==> src/rtl/mesi_pkg.sv <==
package mesi_pkg;
    typedef enum logic [1:0] {ST_I = 2'd0, ST_S = 2'd1, ST_E = 2'd2, ST_M = 2'd3} line_st_e;
    typedef enum logic [1:0] {OP_LOAD = 2'd0, OP_STORE = 2'd1, OP_RMW = 2'd2, OP_NONE = 2'd3} core_op_e;
    typedef enum logic [1:0] {BUS_NONE = 2'd0, BUS_RDSH = 2'd1, BUS_RFO = 2'd2, BUS_WB = 2'd3} bus_cmd_e;
    typedef enum logic [1:0] {CT_IDLE = 2'd0, CT_EVICT = 2'd1, CT_FETCH = 2'd2} ctrl_st_e;
endpackage

==> src/rtl/mesi_line_store.sv <==
module mesi_line_store
    import mesi_pkg::*;
#(
    parameter int IDX_W  = 2,
    parameter int TAG_W  = 4,
    parameter int DATA_W = 8
) (
    input  logic              clk,
    input  logic              rst_n,
    input  logic [IDX_W-1:0]  a_idx,
    output logic [TAG_W-1:0]  a_tag,
    output line_st_e          a_st,
    output logic [DATA_W-1:0] a_data,
    input  logic [IDX_W-1:0]  b_idx,
    output logic [TAG_W-1:0]  b_tag,
    output line_st_e          b_st,
    output logic [DATA_W-1:0] b_data,
    input  logic              wr_en,
    input  logic [IDX_W-1:0]  wr_idx,
    input  logic [TAG_W-1:0]  wr_tag,
    input  line_st_e          wr_st,
    input  logic [DATA_W-1:0] wr_data
);
    localparam int LINES = 1 << IDX_W;

    logic [TAG_W-1:0]  tag_q  [LINES];
    line_st_e          st_q   [LINES];
    logic [DATA_W-1:0] data_q [LINES];

    always_ff @(posedge clk) begin
        for (int i = 0; i < LINES; i++) begin
            if (!rst_n) begin
                st_q[i]   <= ST_I;
                tag_q[i]  <= '0;
                data_q[i] <= '0;
            end else if (wr_en && wr_idx == IDX_W'(i)) begin
                st_q[i]   <= wr_st;
                tag_q[i]  <= wr_tag;
                data_q[i] <= wr_data;
            end
        end
    end

    assign a_tag  = tag_q[a_idx];
    assign a_st   = st_q[a_idx];
    assign a_data = data_q[a_idx];
    assign b_tag  = tag_q[b_idx];
    assign b_st   = st_q[b_idx];
    assign b_data = data_q[b_idx];
endmodule

==> src/rtl/mesi_snoop_latch.sv <==
module mesi_snoop_latch #(
    parameter int ADDR_W = 6
) (
    input  logic              clk,
    input  logic              rst_n,
    input  logic              snoop_valid,
    input  logic [1:0]        snoop_cmd,
    input  logic [ADDR_W-1:0] snoop_addr,
    input  logic              fire,
    output logic              pend,
    output logic [1:0]        pend_cmd,
    output logic [ADDR_W-1:0] pend_addr
);
    always_ff @(posedge clk) begin
        if (!rst_n) begin
            pend      <= 1'b0;
            pend_cmd  <= '0;
            pend_addr <= '0;
        end else if (fire) begin
            pend <= 1'b0;
        end else if (snoop_valid && !pend) begin
            pend      <= 1'b1;
            pend_cmd  <= snoop_cmd;
            pend_addr <= snoop_addr;
        end
    end
endmodule

==> src/rtl/mesi_coh_ctrl.sv <==
module mesi_coh_ctrl
    import mesi_pkg::*;
#(
    parameter int IDX_W  = 2,
    parameter int TAG_W  = 4,
    parameter int DATA_W = 8
) (
    input  logic                   clk,
    input  logic                   rst_n,
    input  logic                   req_valid,
    input  logic [1:0]             req_op,
    input  logic [IDX_W+TAG_W-1:0] req_addr,
    input  logic [DATA_W-1:0]      req_wdata,
    input  logic                   core_lock,
    output logic                   resp_valid,
    output logic [DATA_W-1:0]      resp_rdata,
    output logic                   bus_req_valid,
    output logic [1:0]             bus_req_cmd,
    output logic [IDX_W+TAG_W-1:0] bus_req_addr,
    output logic [DATA_W-1:0]      bus_req_data,
    input  logic                   bus_resp_valid,
    input  logic [DATA_W-1:0]      bus_resp_data,
    input  logic                   bus_resp_shared,
    input  logic                   snoop_valid,
    input  logic [1:0]             snoop_cmd,
    input  logic [IDX_W+TAG_W-1:0] snoop_addr,
    output logic                   snoop_ack,
    output logic                   snoop_hit,
    output logic                   snoop_wb,
    output logic [DATA_W-1:0]      snoop_data
);
    localparam int ADDR_W = IDX_W + TAG_W;

    ctrl_st_e ctl_q, ctl_d;

    logic [IDX_W-1:0]  req_idx;
    logic [TAG_W-1:0]  req_tag;
    logic [TAG_W-1:0]  a_tag, b_tag;
    line_st_e          a_st, b_st;
    logic [DATA_W-1:0] a_data, b_data;

    logic              snp_pend, snp_fire;
    logic [1:0]        snp_cmd;
    logic [ADDR_W-1:0] snp_addr;
    logic [IDX_W-1:0]  snp_idx;
    logic              snp_hit, snp_block, req_hit, req_load;

    logic              wr_en;
    logic [IDX_W-1:0]  wr_idx;
    logic [TAG_W-1:0]  wr_tag;
    line_st_e          wr_st;
    logic [DATA_W-1:0] wr_data;

    assign req_idx   = req_addr[IDX_W-1:0];
    assign req_tag   = req_addr[ADDR_W-1:IDX_W];
    assign req_load  = (req_op == OP_LOAD);
    assign req_hit   = (a_st != ST_I) && (a_tag == req_tag);
    assign snp_idx   = snp_addr[IDX_W-1:0];
    assign snp_hit   = (b_st != ST_I) && (b_tag == snp_addr[ADDR_W-1:IDX_W]);
    assign snp_block = core_lock && snp_hit && (b_st == ST_M);
    assign resp_rdata = a_data;
    assign snoop_data = b_data;

    mesi_line_store #(.IDX_W(IDX_W), .TAG_W(TAG_W), .DATA_W(DATA_W)) u_store (
        .clk(clk), .rst_n(rst_n),
        .a_idx(req_idx), .a_tag(a_tag), .a_st(a_st), .a_data(a_data),
        .b_idx(snp_idx), .b_tag(b_tag), .b_st(b_st), .b_data(b_data),
        .wr_en(wr_en), .wr_idx(wr_idx), .wr_tag(wr_tag), .wr_st(wr_st), .wr_data(wr_data)
    );

    mesi_snoop_latch #(.ADDR_W(ADDR_W)) u_snoop (
        .clk(clk), .rst_n(rst_n),
        .snoop_valid(snoop_valid), .snoop_cmd(snoop_cmd), .snoop_addr(snoop_addr),
        .fire(snp_fire), .pend(snp_pend), .pend_cmd(snp_cmd), .pend_addr(snp_addr)
    );

    // State register
    always_ff @(posedge clk) begin
        if (!rst_n) ctl_q <= CT_IDLE;
        else        ctl_q <= ctl_d;
    end

    // Next state, outputs and line-store write port
    always_comb begin
        ctl_d         = ctl_q;
        resp_valid    = 1'b0;
        bus_req_valid = 1'b0;
        bus_req_cmd   = BUS_NONE;
        bus_req_addr  = req_addr;
        bus_req_data  = '0;
        snoop_ack     = 1'b0;
        snoop_hit     = 1'b0;
        snoop_wb      = 1'b0;
        snp_fire      = 1'b0;
        wr_en         = 1'b0;
        wr_idx        = req_idx;
        wr_tag        = a_tag;
        wr_st         = a_st;
        wr_data       = a_data;
        unique case (ctl_q)
            CT_IDLE: begin
                if (snp_pend && !snp_block) begin
                    snp_fire  = 1'b1;
                    snoop_ack = 1'b1;
                    snoop_hit = snp_hit;
                    snoop_wb  = snp_hit && (b_st == ST_M);
                    if (snp_hit) begin
                        wr_en   = 1'b1;
                        wr_idx  = snp_idx;
                        wr_tag  = b_tag;
                        wr_data = b_data;
                        wr_st   = (snp_cmd == BUS_RFO) ? ST_I : ST_S;
                    end
                end else if (req_valid && req_op != OP_NONE) begin
                    if (req_hit && (req_load || a_st == ST_M || a_st == ST_E)) begin
                        resp_valid = 1'b1;
                        if (!req_load) begin
                            wr_en   = 1'b1;
                            wr_st   = ST_M;
                            wr_data = (req_op == OP_STORE) ? req_wdata : a_data;
                        end
                    end else if (a_st == ST_M && a_tag != req_tag) begin
                        ctl_d = CT_EVICT;
                    end else begin
                        ctl_d = CT_FETCH;
                    end
                end
            end
            CT_EVICT: begin
                bus_req_valid = 1'b1;
                bus_req_cmd   = BUS_WB;
                bus_req_addr  = {a_tag, req_idx};
                bus_req_data  = a_data;
                if (bus_resp_valid) ctl_d = CT_FETCH;
            end
            CT_FETCH: begin
                bus_req_valid = 1'b1;
                bus_req_cmd   = req_load ? BUS_RDSH : BUS_RFO;
                if (bus_resp_valid) begin
                    wr_en   = 1'b1;
                    wr_tag  = req_tag;
                    wr_data = bus_resp_data;
                    wr_st   = !req_load ? ST_M : (bus_resp_shared ? ST_S : ST_E);
                    ctl_d   = CT_IDLE;
                end
            end
            default: ctl_d = CT_IDLE;
        endcase
    end
endmodule

==> config.mk <==
export PLATFORM = sky130hd
export DESIGN_NAME = mesi_coh_ctrl
export DESIGN_NICKNAME = d
export VERILOG_FILES = /design/src/rtl/mesi_pkg.sv /design/src/rtl/mesi_line_store.sv /design/src/rtl/mesi_snoop_latch.sv /design/src/rtl/mesi_coh_ctrl.sv
export SDC_FILE = /design/constraint.sdc
export NUM_CORES = 1
export LEC_CHECK = 0
export ABC_CLOCK_PERIOD_IN_PS = 7000
export BUFFER_PORTS_ARGS = -buffer_cell sky130_fd_sc_hd__clkbuf_2
export CORE_MARGIN = 1.5
export CORE_UTILIZATION = 50
export DETAILED_ROUTE_END_ITERATION = 10
export GPL_TIMING_DRIVEN = 0
export PLACE_DENSITY = 0.72
export SETUP_SLACK_MARGIN = 0.02
export SYNTH_ARGS = -nofsm -noshare
export SYNTH_HDL_FRONTEND = slang
export SYNTH_HIERARCHICAL = 1
export SYNTH_SLANG_ARGS = --single-unit
==> constraint.sdc <==
create_clock -name clk -period 7 [get_ports clk]
set_input_delay 0.35 -clock clk [delete_from_list [all_inputs] [get_ports clk]]
set_output_delay 0.35 -clock clk [all_outputs]
set_load 0.03 [all_outputs]
* Yosys cells after proc, flatten, opt, wreduce, memory -nomap -nowiden
Memories as Yosys holds them, arrays and structs flattened. A register that Yosys moved wholly into a read port is not among the register bits. Cells that the tools add are included.
Storage, ports and cells: input port bits 39, logic and storage cells 152, memories kept 3, bits in writable memories 56, register bits after elaboration 11
Memories:
- u_store.data_q | depth 4, bits a word 8, read ports 2, clocked after Yosys merged registers in 1, wr ports 4, RTL line mesi_line_store.sv:28 | logic [DATA_W-1:0] data_q [LINES];
- u_store.tag_q | depth 4, bits a word 4, read ports 2, clocked after Yosys merged registers in 1, wr ports 4, RTL line mesi_line_store.sv:26 | logic [TAG_W-1:0] tag_q [LINES];
- u_store.st_q | depth 4, bits a word 2, read ports 2, clocked after Yosys merged registers in 1, wr ports 4, RTL line mesi_line_store.sv:27 | line_st_e st_q [LINES];
Operators by class: equal/unequal tests 19, reductions and logical operators 27, bitwise gates (word level) 14, mux-type cells 85
Operator list (count):
- $mux W8 | 12
- $mux W2 | 28
- $mux W1 | 31
- $mux W4 | 7
- $pmux W8 S2 | 1
- $eq A2 B2 Y1 const B | 7
- $logic_and A1 B1 Y1 | 14
- $ne A2 B2 Y1 const B | 6
- $or A1 B1 Y1 | 12
- $eq A4 B4 Y1 | 2
- $pmux W2 S2 | 2
- $pmux W4 S2 | 1
- $eq A2 B1 Y1 const B | 3
- $logic_not A2 Y1 | 3
- $mux W6 | 1
- $pmux W2 S3 | 1
- $reduce_and A5 Y1 | 1
- $ne A4 B4 Y1 | 1
- $reduce_bool A2 Y1 | 2
- $reduce_or A2 Y1 | 2
- $logic_not A1 Y1 | 2
- $logic_or A1 B1 Y1 | 2
- $not A1 Y1 | 2
- $pmux W1 S2 | 1
- $reduce_and A2 Y1 | 1

* Longest topological paths before layout
Gate-level depths: netlist of the first run.
word-level depth 14, mapped depth 12, mapped depth without buffers 8

* By module
Netlist of the first run, hierarchy kept.
By module, submodules not included:
- mesi_line_store | seq. area each 1681.6 µm², area an instance 2866.5 µm², times used 1, cells each 161
- mesi_coh_ctrl | seq. area each 40.0 µm², area an instance 1325.0 µm², times used 1, cells each 194
- mesi_snoop_latch | seq. area each 180.2 µm², area an instance 370.4 µm², times used 1, cells each 39

* Least setup slack after synthesis of the first run
No wires, ideal clock.
path kind register -> register, start point register u_snoop.pend_addr[0], end point memory u_store.data_q[1][0] (enable), arrival 3949 ps, path buffers 3, required time 6596 ps, library setup time 404 ps, stages on the path, launching flop included 12, setup slack 2647 ps, cell sequence dfxtp_1 buf_6 buf_12 mux4_2 xor2_1 or4_4 buf_6 nor3_4 nand2_4 mux2_4 nand2b_1 o21ai_0
RTL lines:
- from (decl) | RTL line mesi_snoop_latch.sv:12 | output logic [ADDR_W-1:0] pend_addr
- from (signal assigned) | RTL line mesi_snoop_latch.sv:24 | pend_addr <= snoop_addr;
- to (decl) | RTL line mesi_line_store.sv:28

==> results of run 1 <==
[final timing paths]
kind | cells after the start | endpoint | slack (ns)
setup / recovery | 10 | u_store/tag_q[0][1] | 2.45
hold / removal | 3 | u_snoop/pend_addr[5] | 0.22
setup reg to reg | 10 | u_store/tag_q[0][1] | 2.45
hold reg to reg | 2 | u_snoop/pend_cmd[1] | 0.47
[sequential cells by signal, indices dropped and copies added (netlist names)]
signal             flops
u_store/data_q        32
u_snoop/pend_addr      6
u_store/tag_q         16
ctl_q                  2
u_store/st_q           8
u_snoop/pend_cmd       2
u_snoop/pend           1
[logic make-up (layout without fill, tap and decap cells)]
group	after synthesis	count (layout)	synth area share, %
AND/OR/NAND/NOR	139	139	17.9
adder cells (fa/ha/maj)	3	3	0.823
AO/OA/AOI/OAI	80	80	12.4
buffers and inverters	45	135	5.49
multiplexers	51	51	20.0
flip-flops	67	67	41.7
XOR/XNOR	9	9	1.73
[per-layer routing]
| metal | vias to the layer above | global-route usage, % |
|---|---|---|
| li1 | 1683 | - |
| met1 | 1823 | 36.9 |
| met2 | 229 | 44.0 |
| met3 | 45 | 5.67 |
| met4 | 0 | 12.6 |
| met5 | - | 0 |
[metrics by stage]
step           hold slack [ns]  util, %
4_1_cts                  0.220     60.5
3_3_place_gp             0.442     57.8
6_report                 0.225     60.5
5_1_grt                  0.225     60.5
3_5_place_dp             0.461     58.2
2_1_floorplan            0.430        -
[power by group through the flow]
stage / combinational [mW] / sequential, mW / clock [mW]
after CTS: 0.389 / 0.477 / 0.355
after detailed placement: 0.387 / 0.485 / 0
after floorplan: 0.276 / 0.480 / 0
final: 0.395 / 0.477 / 0.354
after global routing: 0.424 / 0.480 / 0.372
after global placement: 0.379 / 0.484 / 0
[critical path: cells and delay by family (launching register included)]
family / cells / cell delay (ns)
AOI/OAI and AO/OA: 1 / 0.80
xor gates and xnor gates: 1 / 0.17
buffers and inverters: 2 / 0.58
DFF: 1 / 0.56
muxes: 2 / 0.74
and+or+nand+nor: 4 / 1.31
[final cells by class]
cell class | count | area, µm²
plain buffers | 30 | 194
repair buffers | 75 | 385
multi-input cells | 282 | 2420
fillers | 732 | 3460
inverters | 15 | 56.3
flip-flops and latches | 67 | 1900
clock inverters | 5 | 78.8
well taps | 108 | 135
clock buffers | 10 | 128
[synthesized netlist by cell type, types with 3 or more instances]
cell type  count
buf_2          3
nand3_1        4
mux4_2        20
xor2_1         8
buf_6          4
and2_1        57
o21ai_0       13
edfxtp_1      56
ha_1           3
nor4_1         9
mux4_1         8
a311oi_1       9
a21oi_1        5
mux2i_1       12
o21ai_1       12
buf_4          4
nor2_1         8
clkbuf_1      17
inv_1         14
a22oi_1       12
dfxtp_1       11
nand2_1       33
a311o_1        8
mux2_2         9
a21boi_0       8
and2_2         8
==> impl_results.md, run 1 <==
* Largest net degree at the start of global routing at 15
* Setup Skew at 0.0216 ns
* Std-Cell Rows at 34
* Final hold violation count at 0
* Mapped Nets at approximately 440
* # port buffers at between 70 and 80
* Initial antenna violation count at 0
* Clock tree sinks at 67
* Clock power share at just under 30%
* Synthesized area at around 0.0046 mm²
* All-Layer GR Usage at between 20% and 30%
* Final WL at ~13000 µm
* GP Congestion at 0.912
* CTS Buf Count at 9
* Status: finished clean
* Synth cell types at between 50 and 60
* Final setup fails at 0
* Number of max-cap violations at 0
* Switching share of total power at 34.5%
* Design internal power at 0.804 mW
* Worst-Margin Slew at around 1.3 ns
* Placed inst area at a little over 0.005 mm²
* Pre-antenna DRT Iters at 5
* Fmax at approximately 220 MHz
* Iteration-0 DRC Markers at 286
* Synth warn at 6
* Detail-routed via count per cell at between 6 and 7
* CP startpoint: u_snoop/pend_addr[1]
* TritonCTS clock tree: built
* Mapped Cells at approximately 390
* Slowest cell delay on critical path at 0.80 ns
* Pwr Total at about 1.2 mW
* Root buffer cell: clkbuf_8
* GR Overflow Total at 0
* Detail Route Antenna Nets at 0
* # diodes at 0
* Relative slew slack at between 10% and 20%
* Resized Gates After CTS at 0
* CP Class: flip-flop to flip-flop
* Top cells by area, synth: edfxtp_1 37%, mux4_2 9.9%, and2_1 7.8%
* Die width at between 90 and 100 µm
* Setup TNS at 0 ns
* Yosys top cell area share at 36.9%
* Yosys reg bits at 67
* Num ports at 76
* Power per Cell Area at 231 mW/mm²
* EDFF count, synth at 56
* Combinational Power Share at ~32%
* Final worst-path cycle share at about two thirds
* Reg clk slew, reported paths at around 0.07 ns
* Final Instance Area at between 0.005 and 0.006 mm²
* Sequential share of the synthesized area at a little over two fifths
* Crit path max fanout at 14
* Post-CTS setup buffer count at 0
* Number of remaining DRC errors at 0
* Commonest non-fill, non-tap cell in the layout: clkbuf_2
* Final WS setup at approximately 2.4 ns
* Met3 WL at 1190 µm
* Synth-to-Final Area Change at 16.3%
* Share of cells above drive strength 1 at between 30% and 40%
* CP Launch Type: flip-flop
* Worst hold start: snoop_addr[5]
* CTS Buffer Depth at 2
* Detailed placer's ending HPWL at between 9000 and 10000 µm
* Starting density of the core at between 50% and 60%
* M1 WL at between 5000 and 6000 µm
* Fin cells at 592
* Synth Flop Type: edfxtp_1
* Commonest cells after routing, fill and taps aside: 74 x clkbuf_2, 57 x and2_1, 56 x edfxtp_1, 33 x nand2_1, 20 x mux4_2
* Post-synthesis async set-or-reset flop share at 0%
* Die ar. at 0.00971 mm²
* Syn Area/Cell at approximately 12 µm²
* RR Startpoint: u_snoop/pend_addr[1]
* Number of global-route vias before repair at ~3700
* CP arrival at 4.51 ns
* Routed length per instance at 21.9 µm
* Placeable core region at between 0.008 and 0.009 mm²
* Sequential power share at between 30% and 40%
* Vias at about 3800
* HP Class: input pin to flip-flop
* P_sw at approximately 0.42 mW
* Slowest stage cell, crit path: o21ai_2
* Worst skew pair latency at 0.36 ns
* # H-tree levels at 3
* RSZ-0062 raised after global routing: no
* Yosys top cell by area: edfxtp_1
* Post-Place Setup Slack at 2.40 ns
* Nets at 522
* First-pass GRT wire length at 20000 µm
* Nature of the critical path endpoint: flip-flop
* Max Slew Vio Count at 0
* Worst Path Required at around 7.0 ns
* Peak VDD IR at 123 µV
* Uppermost layer routed: met4
* Critical path cell sequence: buf_2, mux4_2, xor2_1, or4_4, buf_6, nor3_4, nand2_4, mux2_4, nand2b_1, o21ai_2
* Dpl cells at 577
* Min cycle time layout at between 4 and 5 ns
* # hold bufs at CTS at 0
* Pleak at 2.10 nW
* Die Height at ~99 µm
* WL met2 at just over 6000 µm
Power figures use the tool's default switching activity.
==> run 2, diff against run 1 <==
--- a/config.mk
+++ b/config.mk
@@ -5,13 +5,14 @@
 export SDC_FILE = /design/constraint.sdc
 export NUM_CORES = 1
 export LEC_CHECK = 0
-export ABC_CLOCK_PERIOD_IN_PS = 7000
+export ABC_AREA = 1
+export ABC_CLOCK_PERIOD_IN_PS = 4700
 export BUFFER_PORTS_ARGS = -buffer_cell sky130_fd_sc_hd__clkbuf_2
 export CORE_MARGIN = 1.5
 export CORE_UTILIZATION = 50
 export DETAILED_ROUTE_END_ITERATION = 10
 export GPL_TIMING_DRIVEN = 0
-export PLACE_DENSITY = 0.72
+export PLACE_DENSITY = 0.71
 export SETUP_SLACK_MARGIN = 0.02
 export SYNTH_ARGS = -nofsm -noshare
 export SYNTH_HDL_FRONTEND = slang
==> constraint.sdc (replaced) <==
create_clock -name clk -period 4.7 [get_ports clk]
set_input_delay 0.235 -clock clk [delete_from_list [all_inputs] [get_ports clk]]
set_output_delay 0.235 -clock clk [all_outputs]
set_load 0.03 [all_outputs]
==> run 2 against run 1 <==
Compared with the run above:
- clock-buffer cell count down 1
- global-route usage down 0.28 points
- sequential power up 56%
- clock power up 40%
- maximum frequency up 21%
- largest power group is now combinational cells
- die area up 10%
- flip-flop and latch count unchanged
- wire length up 12%
- highest routed layer unchanged
- largest cell class unchanged
- critical endpoint is now u_store/st_q[1][1]
- via count up 33%
==> impl_results.md, run 2 <==
* Number of remaining DRC errors at 0 (unchanged)
* Post-CTS setup buffer count at 0 (unchanged)
* Area of the multi-input gates at 0.00244 mm² (was 0.00242 mm²)
* Num ports at 76 (unchanged)
* Synth-to-Final Area Change at 14.6% (was 16.3%)
* Commonest cells after routing, fill and taps aside: 258 x nand2_1, 116 x inv_1, 101 x nand3_1, 96 x nor2_1, 74 x clkbuf_2 (was 74 x clkbuf_2, 57 x and2_1, 56 x edfxtp_1, 33 x nand2_1, 20 x mux4_2)
* Die ar. at 0.0107 mm² (was 0.00971 mm²)
* # port buffers at 74 (unchanged)
* Reg-to-Reg End: u_store/st_q[1][1] (was u_store/tag_q[0][1])
* Sequential share of the synthesized area at 37.6% (was 41.7%)
* Clock tree sinks at 67 (unchanged)
* Iteration-0 DRC Markers at 529 (was 286)
* Share of cells above drive strength 1 at 18.2% (was 31.4%)
* Worst reg-to-reg path cell count at 16 (was 10)
* Post-synthesis async set-or-reset flop share at 0% (unchanged)
* Std-Cell Rows at 36 (was 34)
* Worst hold slack at 0.100 ns (was 0.225 ns)
* Placeable core region at 0.00977 mm² (was 0.00876 mm²)
* Worst skew pair latency at 0.37 ns (was 0.36 ns)
* # diodes at 0 (unchanged)
* Power per Cell Area at 448 mW/mm² (was 231 mW/mm²)
* Commonest non-fill, non-tap cell in the layout: nand2_1 (was clkbuf_2)
* Synth cell count leaders: 258 x nand2_1, 116 x inv_1, 101 x nand3_1, 96 x nor2_1, 56 x edfxtp_1 (was 57 x and2_1, 56 x edfxtp_1, 33 x nand2_1, 20 x mux4_2, 17 x clkbuf_1)
* Biggest register: u_store/data_q (unchanged)
* CP arrival at 3.76 ns (was 4.51 ns)
* RR Startpoint: u_snoop/pend_addr[0] (was u_snoop/pend_addr[1])
* Root buffer cell: clkbuf_8 (unchanged)
* Critical path cell sequence: inv_2, clkbuf_1, nand2_1, nand3_1, nand2_1, xor2_1, nor2_2, buf_4, nand3b_4, nand2_4, buf_8, nand2_2, o211ai_2, buf_2, nand3_1, nand2_1 (was buf_2, mux4_2, xor2_1, or4_4, buf_6, nor3_4, nand2_4, mux2_4, nand2b_1, o21ai_2)
* Reg2Reg Setup Slack at 0.93 ns (was 2.45 ns)
* Detailed placer's ending HPWL at 11500 µm (was 9190 µm)
* Number of global-route vias before repair at 4638 (was 3659)
* Synth Flop Type: edfxtp_1 (unchanged)
* All-Layer GR Usage at 27.4% (was 27.7%)
* Pre-antenna DRT Iters at 7 (was 5)
* Top Registers: u_store/data_q: 32 flops, u_store/tag_q: 16 flops, u_store/st_q: 8 flops (unchanged)
* Worst Path Required at 4.69 ns (was 6.96 ns)
* Slowest stage cell, crit path: nand2_1 (was o21ai_2)
* # hold bufs at CTS at 0 (unchanged)
* Worst-Margin Slew at 0.734 ns (was 1.30 ns)
* CP endpoint: u_store/st_q[1][1] (was u_store/tag_q[0][1])
* Yosys top cell by area: edfxtp_1 (unchanged)
* RSZ-0062 raised after global routing: no (unchanged)
* Yosys reg bits at 67 (unchanged)
* GR Overflow Total at 0 (unchanged)
* CTS Buffer Depth at 2 (unchanged)
* CP Launch Type: flip-flop (unchanged)
* Setup TNS at 0 ns (unchanged)
* Final setup fails at 0 (unchanged)
* Setup Skew at 0.0134 ns (was 0.0216 ns)
* Synth cell types at 35 (was 54)
* Max reg flops at 32 (unchanged)
* Max Slew Vio Count at 0 (unchanged)
* Final worst-path cycle share at 80.2% (was 65.0%)
* Crit path max fanout at 14 (unchanged)
* Number of max-cap violations at 0 (unchanged)
* Die width at 104 µm (was 98.5 µm)
* Min cycle time layout at 3.77 ns (was 4.55 ns)
* Mapped Cells at 755 (was 394)
* Die Height at 104 µm (was 98.5 µm)
* Register area at 0.00190 mm² (unchanged)
* Nature of the critical path endpoint: flip-flop (unchanged)
* Detail-routed via count per cell at 5.15 (was 6.39)
* TritonCTS clock tree: built (unchanged)
* Dpl cells at 962 (was 577)
* Yosys top cell area share at 33.3% (was 36.9%)
* Final WL at 14600 µm (was 13000 µm)
* Pleak at 3.10 nW (was 2.10 nW)
* Relative slew slack at 50.9% (was 12.4%)
* # fillers at 966 (was 732)
* # H-tree levels at 3 (unchanged)
* Resized Gates After CTS at 0 (unchanged)
* Reg clk slew, reported paths at 0.08 ns (was 0.07 ns)
* Top cells by area, synth: edfxtp_1 33%, nand2_1 19%, nand3_1 10% (was edfxtp_1 37%, mux4_2 9.9%, and2_1 7.8%)
* First-pass GRT wire length at 23400 µm (was 20000 µm)
* Final hold violation count at 0 (unchanged)
* Initial antenna violation count at 0 (unchanged)
* Slowest cell delay on critical path at 0.56 ns (was 0.80 ns)
* Starting density of the core at 51.7% (was 52.1%)
* Largest net degree at the start of global routing at 15 (unchanged)
* CTS Buf Count at 9 (unchanged)
* Most common cell in the netlist: nand2_1 (was and2_1)
* Synthesized area at 0.00505 mm² (was 0.00456 mm²)
* Mapped Nets at 797 (was 436)
* Routed length per instance at 14.9 µm (was 21.9 µm)
* Most frequent CP cell: nand2_1
* Nets at 882 (was 522)
* Synth warn at 6 (unchanged)
* Fmax at 265 MHz (was 220 MHz)
* HP Class: input pin to flip-flop (unchanged)
* Syn Area/Cell at 6.69 µm² (was 11.6 µm²)
* Peak VDD IR at 215 µV (was 123 µV)
* CP Class: flip-flop to flip-flop (unchanged)
* GP Congestion at 0.962 (was 0.912)
* Fin cells at 978 (was 592)
* Status: finished clean (unchanged)
* Vias at 5040 (was 3780)
* Detail Route Antenna Nets at 0 (unchanged)
* EDFF count, synth at 56 (unchanged)
* CP startpoint: u_snoop/pend_addr[0] (was u_snoop/pend_addr[1])
[run 2: cell types whose count changed after synthesis, moves of 20 or more]
cell	change
inv_1	+102
nor2_1	+88
nand2_1	+225
and2_1	-57
mux4_2	-20
nand3_1	+97
[run 2: report_power, final]
| group | total [mW] | internal, mW | leakage (nW) | switching (mW) |
|---|---|---|---|---|
| Sequential | 0.745 | 0.713 | 0.671 | 0.0320 |
| Clock | 0.496 | 0.248 | 0.101 | 0.248 |
| Combinational | 1.35 | 0.365 | 2.33 | 0.989 |
| Total | 2.59 | 1.33 | 3.10 | 1.27 |
[run 2: critical path: cells and delay by family, from the launching register on]
kind / cells / cell delay (ns)
buf+inv: 5 / 1.25
flops: 1 / 0.34
simple gates: 9 / 1.41
xor+xnor: 1 / 0.16
compound gates: 1 / 0.22
[run 2: kinds of logic (layout without fill, tap and decap cells)]
logic type / Yosys count / after routing / synth area share [%]
simple gates: 492 / 492 / 43.3
buf+inv: 163 / 253 / 14.0
flops: 67 / 67 / 37.6
compound gates: 27 / 27 / 3.74
fa+ha+maj: 3 / 3 / 0.743
xor+xnor: 3 / 3 / 0.520
[run 2: worst min path at each step]
stage                              from                   end  slack (ns)  depth (start not counted)
after floorplan                   rst_n              ctl_q[1]        0.36                          2
after global placement    snoop_addr[4]  u_snoop/pend_addr[4]        0.46                          3
after detailed placement  snoop_addr[3]  u_snoop/pend_addr[3]        0.47                          3
after CTS                 snoop_addr[2]  u_snoop/pend_addr[2]        0.09                          3
after global routing      snoop_addr[3]  u_snoop/pend_addr[3]        0.10                          3
final                     snoop_addr[4]  u_snoop/pend_addr[4]         0.1                          3
[run 2: layer usage]
layer  global-route usage (%)  part of all wire [%]  wire length [µm]  up-vias
li1                         -                     -                 -     2523
met1                     36.6                    44              6450     2244
met2                     43.2                    45              6580      253
met3                     7.36                   8.7              1270       20
met4                     9.42                   1.9               272        0
met5                        0                     0                 0        -
[run 2: final cells by class]
class	count	share of cell area (%)
Buffer	35	3.95
Tap cell	133	2.87
Multi-Input combinational cell	525	42.2
Timing Repair Buffer	74	6.39
Clock buffer	9	2.14
Sequential cell	67	32.8
Clock inverter	7	1.34
Inverter	128	8.30
[run 2: per-stage QoR]
step,setup WS (ns),utilization (%),power (mW),area (µm²)
after floorplan,1.65,-,1.71,5050
after global placement,1.05,57.2,2.06,5590
after detailed placement,1.01,57.2,2.09,5590
after CTS,0.990,59.3,2.59,5790
after global routing,0.717,59.3,2.77,5790
final,0.931,59.3,2.59,5790
